$ cat src/rtl/pin_irq_detect.sv
module pin_irq_detect #(
  parameter int NPINS       = 32,
  parameter int AW          = 8,
  parameter int SYNC_STAGES = 2,
  parameter int CODE_LSB    = 16,
  parameter int FLAG_ADDR   = 'hA0
) (
  input  logic             clk,
  input  logic             rst_n,
  input  logic             bus_wr,
  input  logic [AW-1:0]    bus_addr,
  input  logic [31:0]      bus_wdata,
  output logic [31:0]      bus_rdata,
  input  logic [NPINS-1:0] pin_in,
  output logic             irq_out
);

  localparam logic [3:0] TRIG_LOW   = 4'h8;
  localparam logic [3:0] TRIG_RISE  = 4'h9;
  localparam logic [3:0] TRIG_FALL  = 4'hA;
  localparam logic [3:0] TRIG_EDGE  = 4'hB;
  localparam logic [3:0] TRIG_HIGH  = 4'hC;
  localparam logic [AW-1:0] FLAG_A  = AW'(FLAG_ADDR);

  logic [NPINS-1:0] sync_q [SYNC_STAGES];
  logic [NPINS-1:0] prev_q;
  logic [NPINS-1:0] cur;
  logic [NPINS-1:0] evt;
  logic [NPINS-1:0] flag_q;
  logic [NPINS-1:0] clr;
  logic [3:0]       code_q [NPINS];

  assign cur = sync_q[SYNC_STAGES-1];

  always_ff @(posedge clk) begin
    if (!rst_n) begin
      for (int s = 0; s < SYNC_STAGES; s++) sync_q[s] <= '0;
      prev_q <= '0;
    end else begin
      sync_q[0] <= pin_in;
      for (int s = 1; s < SYNC_STAGES; s++) sync_q[s] <= sync_q[s-1];
      prev_q <= cur;
    end
  end

  always_ff @(posedge clk) begin
    if (!rst_n) begin
      for (int p = 0; p < NPINS; p++) code_q[p] <= '0;
    end else if (bus_wr) begin
      for (int p = 0; p < NPINS; p++)
        if (bus_addr == AW'(p * 4)) code_q[p] <= bus_wdata[CODE_LSB +: 4];
    end
  end

  always_comb begin
    for (int p = 0; p < NPINS; p++) begin
      case (code_q[p])
        TRIG_LOW:  evt[p] = ~cur[p];
        TRIG_HIGH: evt[p] =  cur[p];
        TRIG_RISE: evt[p] =  cur[p] & ~prev_q[p];
        TRIG_FALL: evt[p] = ~cur[p] &  prev_q[p];
        TRIG_EDGE: evt[p] =  cur[p] ^  prev_q[p];
        default:   evt[p] = 1'b0;
      endcase
    end
  end

  assign clr = (bus_wr && bus_addr == FLAG_A) ? bus_wdata[NPINS-1:0] : '0;

  always_ff @(posedge clk) begin
    if (!rst_n) flag_q <= '0;
    else        flag_q <= (flag_q & ~clr) | evt;
  end

  assign irq_out = |flag_q;

  always_comb begin
    bus_rdata = '0;
    if (bus_addr == FLAG_A) bus_rdata = 32'(flag_q);
    for (int p = 0; p < NPINS; p++)
      if (bus_addr == AW'(p * 4)) bus_rdata[CODE_LSB +: 4] = code_q[p];
  end

endmodule

$ cat config.mk
export PLATFORM = sky130hd
export DESIGN_NAME = pin_irq_detect
export DESIGN_NICKNAME = d
export VERILOG_FILES = /design/src/rtl/pin_irq_detect.sv
export SDC_FILE = /design/constraint.sdc
export NUM_CORES = 1
export LEC_CHECK = 0
export ABC_AREA = 1
export BUFFER_PORTS_ARGS = -buffer_cell sky130_fd_sc_hd__buf_2
export CAP_MARGIN = 20
export CELL_PAD_IN_SITES_DETAIL_PLACEMENT = 0
export CELL_PAD_IN_SITES_GLOBAL_PLACEMENT = 1
export CORE_ASPECT_RATIO = 0.9
export CORE_MARGIN = 8
export CORE_UTILIZATION = 30
export DETAILED_ROUTE_END_ITERATION = 16
export PLACE_DENSITY = 0.54
export SYNTH_ARGS = -nofsm -noshare
export SYNTH_HDL_FRONTEND = slang
export SYNTH_SLANG_ARGS = --single-unit
$ cat constraint.sdc
create_clock -name clk -period 1.75 [get_ports clk]
set_input_delay 0 -clock clk [delete_from_list [all_inputs] [get_ports clk]]
set_output_delay 0 -clock clk [all_outputs]
set_load 0.03 [all_outputs]
==> summary.md <==
| Metric | Value |
|---|---|
| Status | `finished, violations left` |
| Failing checks | `negative setup slack` |
| First-pass GRT wire length | `57,900 um` |
| Port Buf Inserts | `107` |
| Reg2Reg Setup Slack | `160 ps` |
| Clk Tree Root Cell | `clkbuf_16` |
| CP cell instances | `nand2_1 > nand3_1 > nor2_1 > nand4_1 > nand2_1 > nand3_1 > nand2_1 > nand3_1 > nand2_1 > nand4_1 > nand2_1 > nand4_1 > nor2_1 > nand4_1 > nand2_1 > nand4_1 > nand2_1 > nand4_1 > buf_6` |
| DRT iter0 DRCs | `516` |
| Largest net degree at the start of global routing | `71` |
| Worst hold slack | `146 ps` |
| RR Endpoint | `flag_q[22]` |
| Worst-margin pin slew | `666 ps` |
| RePlAce Congestion | `0.848` |
| Core box area | `40,500 um^2` |
| Power density over the cells | `852 nW/um^2` |
| FP Rows | `70` |
| IO Pins | `108` |
| CP required | `1750 ps` |
| Worst VDD drop | `0.000663 V` |
| # diodes | `0` |
| Largest stage delay, worst path | `400 ps` |
| Vias | `10,700` |
| Crit-path slowest cell | `edfxtp_1` |
| Initial antenna violation count | `0` |
| All-layer global routing usage | `15.0%` |
| Internal Power | `10.8 mW` |
| Bufs and invs on worst path | `1` |
| Post-synthesis register bit count | `256` |
| DP Worst Slack | `-781 ps` |
| Hold Path Origin | `pin_in[13]` |
| CP max FO | `2` |
| Die width | `229 um` |
| NumNets Final | `2,029` |
| Fraction of layout cells with a size suffix above 1 | `20.2%` |
| CTS tree | `yes` |
| Peak Freq | `346 MHz` |
| Fin. Hold Viols | `0` |
| Crit-path most repeated cell | `nand2_1` |
| Clock transition at the registers of the reported paths | `60 ps` |
| ANT nets after route | `0` |
| Mapped cell area | `12,300 um^2` |
| Final wirelength | `36,100 um` |
| Syn Area/Cell | `8.18 um^2` |
| Synthesis Warnings | `0` |
| Longest Clk Path Bufs | `3` |
| Final worst-path setup slack | `-1140 ps` |
| H-tree Lvls | `1` |
| Leakage | `7.75 nW` |
| Sequential power share | `48.1%` |
| Mapped Nets | `1,640` |
| Clock sinks | `256` |
| Yosys top cell area share | `31.3%` |
| # setup viols final | `5` |
| Drt via density | `4.36` |
| Max-slew headroom | `55.6%` |
| R2r worst-path depth | `7` |
| Die Y | `208 um` |
| Type of the worst min-delay path | `primary input to register` |
| Area growth, synth to finish | `36.7%` |
| TritonCTS Buffers | `29` |
| Total gr overflow | `0` |
| Tcrit/Tclk final | `165%` |
| Crit path DAT | `2890 ps` |
| Type of origin of the critical path | `register` |
| Clk pwr share | `41.9%` |
| Crit. End Element | `primary output` |
| Vias in the first global route | `10,800` |
| Drt pass-1 iters | `5` |
| Worst clock skew | `15.0 ps` |
| RSZ-0062 raised after global routing | `true` |
| Pins over their slew limit | `0` |
| Net Sw Frac | `24.4%` |
| Maxcap violations | `0` |
| Remaining DRCs | `0` |
| Synth area leaders | `edfxtp_1 31%, dfxtp_1 21%, inv_1 9.8%, nand2_1 9.1%, ha_1 6.5%` |
| Crit path depth | `19` |
| CP startpoint | `code_q[0][0]` |
| Initial Utilization | `30.3%` |
| Tmin final | `2890 ps` |
| Netlist cell types | `24` |
| Die Area | `47,700 um^2` |
| Total chip power | `14.3 mW` |
| Worst r2r src | `sync_q[0][54]` |
| Psw | `3.49 mW` |
| Critical Path End | `bus_rdata[16]` |
| Register area share after synthesis | `52.2%` |
| Comb power frac | `9.9%` |
| Post-Synthesis Cells | `1,501` |
| Synth area leader | `edfxtp_1` |
| Routed len/inst | `14.7 um` |
| Cell family with most CP delay | `simple AND/OR/NAND/NOR gates` |
| Post-DP HPWL | `26,600 um` |
| Critical path class | `register to primary output` |
| Clk_lat worst skew | `570 ps` |
[power by group through the flow]
stage	sequential, mW	combinational (mW)	clock (mW)
6_report	6.89	1.42	6.00
5_1_grt	6.94	1.61	6.41
4_1_cts	6.89	1.44	6.22
3_5_place_dp	7.02	1.23	0
3_3_place_gp	7.02	1.22	0
2_1_floorplan	6.93	0.604	0
[how the worst min path moves through the flow]
stage / end / slack [ps] / cells after the start
finish: sync_q[0][13] / 150 / 4
global route: sync_q[0][13] / 140 / 4
CTS: sync_q[0][13] / 110 / 4
detailed placement: sync_q[0][6] / 180 / 3
global placement: sync_q[0][23] / 180 / 3
floorplan: sync_q[0][0] / 100 / 2
[cells in the mapped netlist]
cell / number
inv_1: 321
nand2_1: 299
nor2_1: 198
o21ai_0: 150
dfxtp_1: 128
edfxtp_1: 128
a21oi_1: 76
ha_1: 64
o311ai_0: 32
clkbuf_1: 28
nand4_1: 27
nand3_1: 19
nor2_2: 5
nor3_1: 5
nand2_4: 3
nand3_2: 3
nor4_1: 3
buf_1: 2
inv_2: 2
nand2_2: 2
nor2_4: 2
or2_2: 2
nand4_2: 1
nor3b_1: 1
[metrics by stage]
stage	TNS (ps)	std cells	util (%)	instance area (um^2)
floorplan	0	1501	-	12300
global placement	-3530	2294	36.4	14700
detailed placement	-3870	2294	36.4	14700
CTS	-5360	2453	41.4	16800
global route	-5980	2453	41.5	16800
finish	-4570	2453	41.5	16800
[tightest hold or removal path: stages]
cell,delay [ps]
dlygate4sd3_1,510
buf_2,90
nand2_1,40
inv_1,40
[sequential cells by signal (all words and copies together) (netlist names)]
| register | cells |
|---|---|
| sync_q | 64 |
| code_q | 128 |
| prev_q | 32 |
| flag_q | 32 |
[per-layer routing]
| metal | up-vias | part of all wire, % | track usage, % |
|---|---|---|---|
| li1 | 5552 | - | - |
| met5 | - | 0 | 0 |
| met3 | 48 | 3.9 | 2.33 |
| met2 | 164 | 44 | 24.2 |
| met4 | 0 | 2.6 | 3.93 |
| met1 | 4930 | 49 | 20.7 |
[layout make-up]
class	instances	area [um^2]
Clock buffer	39	802
Timing Repair Buffer	388	2950
Clock inverter	15	128
Inverter	323	1210
Sequential cell	256	6410
Multi-Input combinational cell	892	4610
Fill cell	4211	23700
Tap cell	540	676
[logic make-up after synthesis]
group,Yosys count,share of synthesized area (%)
compound gates,258,11.5
fa+ha+maj,64,6.52
simple gates,570,19.0
flops,256,52.2
buf+inv,353,10.8
[placed cells by master (no fill, tap or decap), drive strengths merged]
cell type and n:
clkbuf 39, bufinv 2, nand3 22, nor2 205
dlygate4sd3 89, nor3b 1, buf 299, nor4 3
or2 2, o311ai 32, o21ai 150, dfxtp 128
a21oi 76, edfxtp 128, ha 64, nand2 304
inv 324, clkinv 12, nand4 28, nor3 5
[repair_timing]
item | in CTS | in global routing
gates resized for setup | 33 | 13
buffers inserted | 16 | 3
endpoints found under the setup margin | 5 | 11
hold buffers | 89 | 0
pin swaps | 9 | 8
endpoints found under the hold margin | 119 | 0
(Power assumes the default switching activity.)
